$ cat src/rtl/sar_pkg.sv
// Shared constants for the successive-approximation controller.
// Assumes: nothing beyond standard SystemVerilog.
package sar_pkg;
    localparam int unsigned SAR_WIDTH_DEFAULT = 8;
endpackage

$ cat src/rtl/sar_sequencer.sv
// One-hot trial sequencer: loads a single 1 at the MSB on an accepted start and
// shifts it toward the LSB once per clock until it falls out.
// Assumes: clear_n is synchronous and active low.
module sar_sequencer #(
    parameter int unsigned W = sar_pkg::SAR_WIDTH_DEFAULT
) (
    input  logic         clk,
    input  logic         clear_n,
    input  logic         start,
    output logic [W-1:0] seq_q,
    output logic         busy,
    output logic         load,
    output logic         last
);
    localparam logic [W-1:0] FIRST = {1'b1, {(W-1){1'b0}}};

    // Busy while the marker is inside the register; start accepted only when idle.
    always_comb begin
        busy = |seq_q;
        load = start & ~busy;
        last = seq_q[0];
    end

    // Marker register: clear, load at MSB, or shift one place toward LSB.
    always_ff @(posedge clk) begin
        if (!clear_n)  seq_q <= '0;
        else if (load) seq_q <= FIRST;
        else           seq_q <= seq_q >> 1;
    end

    assert_seq_onehot_R5: assert property (@(posedge clk) disable iff (!clear_n)
        $onehot0(seq_q));
    assert_seq_step_R5: assert property (@(posedge clk) disable iff (!clear_n)
        (busy && clear_n) |=> (seq_q == ($past(seq_q) >> 1)));
    assert_clear_empty_R1: assert property (@(posedge clk)
        !clear_n |=> (seq_q == '0));
endmodule

$ cat src/rtl/sar_code_bank.sv
// Code flip-flops, one per bit. A cell captures the comparator decision only
// while its sequencer bit is set; each DAC bit is the OR of its sequencer and code bits.
// Assumes: seq is one-hot or zero; cmp_hi is stable before the clock edge.
module sar_code_bank #(
    parameter int unsigned W = sar_pkg::SAR_WIDTH_DEFAULT
) (
    input  logic         clk,
    input  logic         clear_n,
    input  logic         load,
    input  logic [W-1:0] seq,
    input  logic         cmp_hi,
    output logic [W-1:0] code_q,
    output logic [W-1:0] code_d,
    output logic [W-1:0] dac_code
);
    for (genvar i = 0; i < W; i++) begin : g_cell
        // Next value: zero on load, decision under trial, else hold.
        always_comb begin
            if (load)        code_d[i] = 1'b0;
            else if (seq[i]) code_d[i] = ~cmp_hi;
            else             code_d[i] = code_q[i];
        end

        // Storage flop with synchronous clear.
        always_ff @(posedge clk) begin
            if (!clear_n) code_q[i] <= 1'b0;
            else          code_q[i] <= code_d[i];
        end

        // DAC drive: NAND of the two complements.
        always_comb dac_code[i] = ~(~seq[i] & ~code_q[i]);

        assert_decision_R3: assert property (@(posedge clk) disable iff (!clear_n)
            (seq[i] && !load) |=> (code_q[i] == !$past(cmp_hi)));
        assert_decided_hold_R5: assert property (@(posedge clk) disable iff (!clear_n)
            (!seq[i] && !load && clear_n) |=> $stable(code_q[i]));
    end
endmodule

$ cat src/rtl/sar_result_reg.sv
// Output result register and completion pulse: captures the final code on the
// edge where the LSB is decided.
// Assumes: code_d already holds the LSB decision on that edge.
module sar_result_reg #(
    parameter int unsigned W = sar_pkg::SAR_WIDTH_DEFAULT
) (
    input  logic         clk,
    input  logic         clear_n,
    input  logic         last,
    input  logic [W-1:0] code_d,
    output logic [W-1:0] result,
    output logic         done
);
    // Latch the final code and raise done for one cycle.
    always_ff @(posedge clk) begin
        if (!clear_n) begin
            result <= '0;
            done   <= 1'b0;
        end else begin
            done <= last;
            if (last) result <= code_d;
        end
    end

    assert_done_single_R6: assert property (@(posedge clk) disable iff (!clear_n)
        done |=> !done);
    assert_result_hold_R7: assert property (@(posedge clk) disable iff (!clear_n)
        (!last && clear_n) |=> $stable(result));
endmodule

$ cat src/rtl/sar_ctrl.sv
// Successive-approximation controller top: sequencer, code bank and result register.
// Assumes: external comparator answers combinationally on dac_code within the cycle.
module sar_ctrl #(
    parameter int unsigned W = sar_pkg::SAR_WIDTH_DEFAULT
) (
    input  logic         clk,
    input  logic         clear_n,
    input  logic         start,
    input  logic         cmp_hi,
    output logic [W-1:0] dac_code,
    output logic         busy,
    output logic         done,
    output logic [W-1:0] result
);
    localparam logic [W-1:0] FIRST = {1'b1, {(W-1){1'b0}}};

    logic [W-1:0] seq_q;
    logic [W-1:0] code_q;
    logic [W-1:0] code_d;
    logic         load;
    logic         last;

    sar_sequencer #(.W(W)) seq_i (
        .clk(clk), .clear_n(clear_n), .start(start),
        .seq_q(seq_q), .busy(busy), .load(load), .last(last)
    );

    sar_code_bank #(.W(W)) code_i (
        .clk(clk), .clear_n(clear_n), .load(load), .seq(seq_q), .cmp_hi(cmp_hi),
        .code_q(code_q), .code_d(code_d), .dac_code(dac_code)
    );

    sar_result_reg #(.W(W)) res_i (
        .clk(clk), .clear_n(clear_n), .last(last), .code_d(code_d),
        .result(result), .done(done)
    );

    assert_first_trial_R2: assert property (@(posedge clk) disable iff (!clear_n)
        (start && !busy && clear_n) |=> (busy && dac_code == FIRST));
    assert_done_idle_R6: assert property (@(posedge clk) disable iff (!clear_n)
        done |-> !busy);
    assert_idle_shows_result_R7: assert property (@(posedge clk) disable iff (!clear_n)
        done |-> (dac_code == result));
endmodule

$ cat config.mk
export PLATFORM = sky130hd
export DESIGN_NAME = sar_ctrl
export DESIGN_NICKNAME = d
export VERILOG_FILES = /design/src/rtl/sar_pkg.sv /design/src/rtl/sar_sequencer.sv /design/src/rtl/sar_code_bank.sv /design/src/rtl/sar_result_reg.sv /design/src/rtl/sar_ctrl.sv
export SDC_FILE = /design/constraint.sdc
export NUM_CORES = 1
export LEC_CHECK = 0
export CAP_MARGIN = 20
export CELL_PAD_IN_SITES_DETAIL_PLACEMENT = 1
export CELL_PAD_IN_SITES_GLOBAL_PLACEMENT = 1
export CORE_UTILIZATION = 38
export DETAILED_ROUTE_END_ITERATION = 8
export PLACE_DENSITY_LB_ADDON = 0.25
export RECOVER_POWER = 50
export SETUP_SLACK_MARGIN = 0.2
export SLEW_MARGIN = 20
export SYNTH_ARGS = -nofsm -noshare
export SYNTH_HDL_FRONTEND = slang
export SYNTH_HIERARCHICAL = 1
export SYNTH_SLANG_ARGS = --single-unit
$ cat constraint.sdc
create_clock -name clk -period 1.9 [get_ports clk]
set_input_delay 0.285 -clock clk [delete_from_list [all_inputs] [get_ports clk]]
set_output_delay 0.285 -clock clk [all_outputs]
set_load 0.005 [all_outputs]
# Yosys cells after proc, flatten, opt, wreduce, memory -nomap -nowiden
# Cells that the tools add are included.
[word_totals]
register_bits = 25
input_bits = 4
out_inout_bits = 18
elab_cells = 67
[op_classes]
muxes = 17
bitwise_logic = 36
reduce_logical = 2
[op_table]
columns = ["cell", "count"]
rows = [
  ["inverter 1 bit", 27],
  ["two-way mux 1 bit", 16],
  ["AND 1 bit", 9],
  ["two-way mux 8 bit", 1],
  ["OR reduction 8 bit", 1],
  ["OR reduction 2 bit", 1],
]

# Depth between registers and ports, before layout
[depth]
ltp_word = 4
depth_mapped = 6
depth_no_buf = 5

# By module
# Netlist, hierarchy kept.
[by_module_without_submodules]
columns = ["mod", "instances", "cells_per_inst", "area_each_um2", "seq_area_each_um2"]
rows = [
  ["sar_code_bank", 1, 45, 460.4, 160.2],
  ["sar_result_reg", 1, 27, 329.1, 180.2],
  ["sar_sequencer", 1, 23, 256.5, 160.2],
]

# Worst setup path before layout
# No wires, ideal clock.
[synth_timing]
path_type = "register to register"
from = "register seq_i.seq_q[7]"
to = "register code_i.code_q[1]"
setup_ns = 0.127
arrival_time_ns = 1.537
required_time_ns = 1.773
slack_ns = 0.235
path_stages_with_launch = 7
synth_period_minus_slack_ns = 1.665
cell_sequence = "dfxtp_1 -> or4_4 -> nor3_1 -> buf_6 -> nand2b_4 -> buf_6 -> a211oi_2"
[synth_between]
elab_chain_cells = 4
[synth_lines]
columns = ["element", "line", "rtl"]
rows = [
  ["start, declared", "sar_sequencer.sv:10", "output logic [W-1:0] seq_q,"],
  ["start signal, assigned", "sar_sequencer.sv:28", "else seq_q <= seq_q >> 1;"],
  ["OR reduction 8 bit", "sar_sequencer.sv:19", "busy = |seq_q;"],
  ["inverter 1 bit", "sar_sequencer.sv:20", "load = start & ~busy;"],
  ["AND 1 bit", "sar_sequencer.sv:20", ""],
  ["via load", "sar_ctrl.sv:20", "logic load;"],
  ["two-way mux 1 bit", "sar_code_bank.sv:19", "if (load) code_d[i] = 1'b0;"],
  ["end signal, assigned by index", "sar_code_bank.sv:27", "else code_q[i] <= code_d[i];"],
  ["end, declared", "sar_code_bank.sv:12", "output logic [W-1:0] code_q,"],
]
# The timed path passes the listed nets, and every way through them passes these cells.
# A chain may end at the register's enable or synchronous reset.

# Final worst setup path
[layout_timing]
from = "register seq_i.seq_q[7]"
to = "output port busy"
[layout_between]
elab_chain_cells = 1
[layout_lines]
columns = ["element", "line", "rtl"]
rows = [
  ["OR reduction 8 bit", "sar_sequencer.sv:19", ""],
  ["end, declared", "sar_ctrl.sv:11", "output logic busy,"],
]
# Every way passes these cells.

==> summary.md <==
| Metric | Value |
|---|---|
| Status | finished clean |
| PwrDens | 607 nW/um^2 |
| Setup TNS Final | 0 ns |
| Syn Area/Cell | 11.0 sq um |
| P_leak | 0.667 nW |
| DRC violations left | 0 |
| Final setup viols | 0 |
| Actual slew at the worst max-slew pin | 0.508 ns |
| Fill cells | 282 |
| CTS Sinks | 25 |
| Non-filler instance count after layout | 161 |
| Sequential share of the synthesized area | 47.8% |
| I/O pin total | 22 |
| Required time worst endpoint | 1.62 ns |
| Maxcap violations | 0 |
| 1st-iter DRT viols | 2 |
| Synth cell types | 19 |
| YS warnings | 6 |
| Core Area | 2540 sq um |
| Synthesized flop and latch total | 25 |
| Most frequent cells in the layout | dfxtp_1 (21), a211oi_2 (14), buf_4 (14) |
| Area delta synth->final | 39.5% |
| R2r startpoint | seq_i/seq_q[0] |
| CP startpoint | seq_i/seq_q[7] |
| Met1 Wirelength | 1.13 mm |
| Largest net degree at the start of global routing | 16 |
| Vias in the first global route | 855 |
| Unrepaired setup endpoints after global routing | true |
| Crit end category | output port |
| Num rows | 18 |
| Port Buffers | 21 |
| Routed wl met3 | 74 um |
| Pre-antenna DRT Iters | 2 |
| Data arrival, critical path | 1.55 ns |
| Syn Nets | 99 |
| Initial core utilization | 41.1% |
| Worst slew margin | 66.0% |
| HP Class | flop to flop |
| Maximum VDD drop | 0.373 mV |
| CTS tree | built |
| Nets@finish | 136 |
| CTS Buf Count | 3 |
| Vias per Instance | 4.88 |
| Fmax | 544 MHz |
| Maximum fanout along the worst path | 3 |
| Clock root cell | clkbuf_4 |
| H-tree depth | 1 |
| Max layer used | met4 |
| Die ar. | 2970 sq um |
| Post-DRT Antenna Nets | 0 |
| GRT Residual Overflow | 0 |
| Max Transition Viols Final | 0 |
| Crit path launch type | flop |
| Post-Route WL | 2.41 mm |
| Routability congestion estimate from global placement | 0.744 |
| Post-DP HPWL | 1.68 mm |
| Cts hold-fix bufs | 0 |
| Hold Fails Final Rpt | 0 |
| Total GRT Usage | 19.2% |
| ANT cells | 0 |
| Met2 wire length | 1.19 mm |
| Die height | 54.5 um |
| Clk buf depth | 2 |
| Min Tclk post-route | 1.84 ns |
| Wirelength per Cell | 14.9 um |
| Most common cell after layout, fill and taps aside | dfxtp_1 |
| HP Start | seq_i/seq_q[4] |
| First-pass GRT wire length | 3.91 mm |
| Layout Skew | 0.00579 ns |
| Clk slew on worst S/H paths | 0.13 ns |
| Skew-Pair Late Insertion Delay | 0.31 ns |
| Initial antenna violation count | 0 |
| Setup CP Type | flop to output port |
| Final period utilization | 96.8% |
| Cell total after placement | 152 |
| Mapped Area | 1050 sq um |
| Die Wd | 54.5 um |
| Layout cells sized above 1 | 40.5% |
| Vias post-DR | 785 |
| Cells after Synth | 95 |
[synth_stat cells, drive strengths merged]
cell    instances  share of area (%)
buf             5                4.7
nor3            2               0.96
or2             2                1.2
mux2i           8                7.7
nor2b           8                4.8
inv             8                2.9
a21oi           2               0.96
nand2b          3                2.5
nand2           1               0.36
or4             2                1.8
a211oi         14                 17
and2            8                5.1
nor2            7                2.5
dfxtp          25                 48
[timing repair]
item | in CTS | in global routing
cloned | 0 | 0
gates resized for setup | 30 | 5
setup buffers | 5 | 0
endpoints found under the setup margin | 22 | 21
pin swaps | 6 | 0
[power breakdown]
part | total [mW] | switching, mW | leakage (nW) | internal [mW]
clock network | 0.231 | 0.150 | 0.0150 | 0.0818
registers | 0.536 | 0.00473 | 0.204 | 0.531
logic | 0.118 | 0.0606 | 0.448 | 0.0571
total | 0.885 | 0.215 | 0.667 | 0.670
[per-stage QoR]
stage               setup slack (ns)  utilization (%)  instance area (sq um)  power, mW  hold slack [ns]
CTS                           0.0312             57.0                   1450      0.904            0.516
global placement               0.113             52.2                   1330      0.652            0.482
detailed placement            0.0597             52.2                   1330      0.657            0.507
global route                  0.0124             57.3                   1460      0.928            0.540
finish                        0.0606             57.3                   1460      0.885            0.517
floorplan                      0.235                -                   1050      0.606            0.379
[area by class of cell]
cell class                      count  area (sq um)  area share (%)
Sequential cell                    25           505            34.6
Multi-Input combinational cell     57           523            35.8
Inverter                            8          30.0            2.06
Clock buffer                        4          26.3            1.80
Tap cell                           30          37.5            2.57
Timing Repair Buffer               37           337            23.1
[per-layer routing]
| layer | GRT usage, % | up-vias |
|---|---|---|
| met5 | 0 | - |
| met4 | 8.97 | 0 |
| met3 | 2.78 | 2 |
| met2 | 32.5 | 13 |
| met1 | 23.7 | 382 |
| li1 | - | 388 |
[cell families (layout without fill, tap and decap cells)]
| family | Yosys count | after routing | synth area share, % |
|---|---|---|---|
| flops | 25 | 25 | 47.8 |
| compound gates | 16 | 16 | 17.7 |
| simple gates | 33 | 33 | 19.3 |
| buf+inv | 13 | 49 | 7.54 |
| mux | 8 | 8 | 7.66 |
[path summary, 6_finish.rpt]
check	endpoint	slack [ns]	cells after the start
hold reg to reg	code_i/code_q[4]	0.52	1
setup / recovery	busy	0.06	3
hold / removal	code_i/code_q[4]	0.52	1
setup reg to reg	res_i/result[0]	0.12	7
[state kept, by name (all words and copies together) (netlist names)]
signal	flops
code_i/code_q	8
res_i/result	8
seq_i/seq_q	8
res_i/done	1
[critical path, stage by stage, from the launching register on]
cell     delay [ns]
dfxtp_2        0.34
or4_4          0.55
or2_1          0.23
buf_2          0.13
Power figures use the tool's default switching activity.
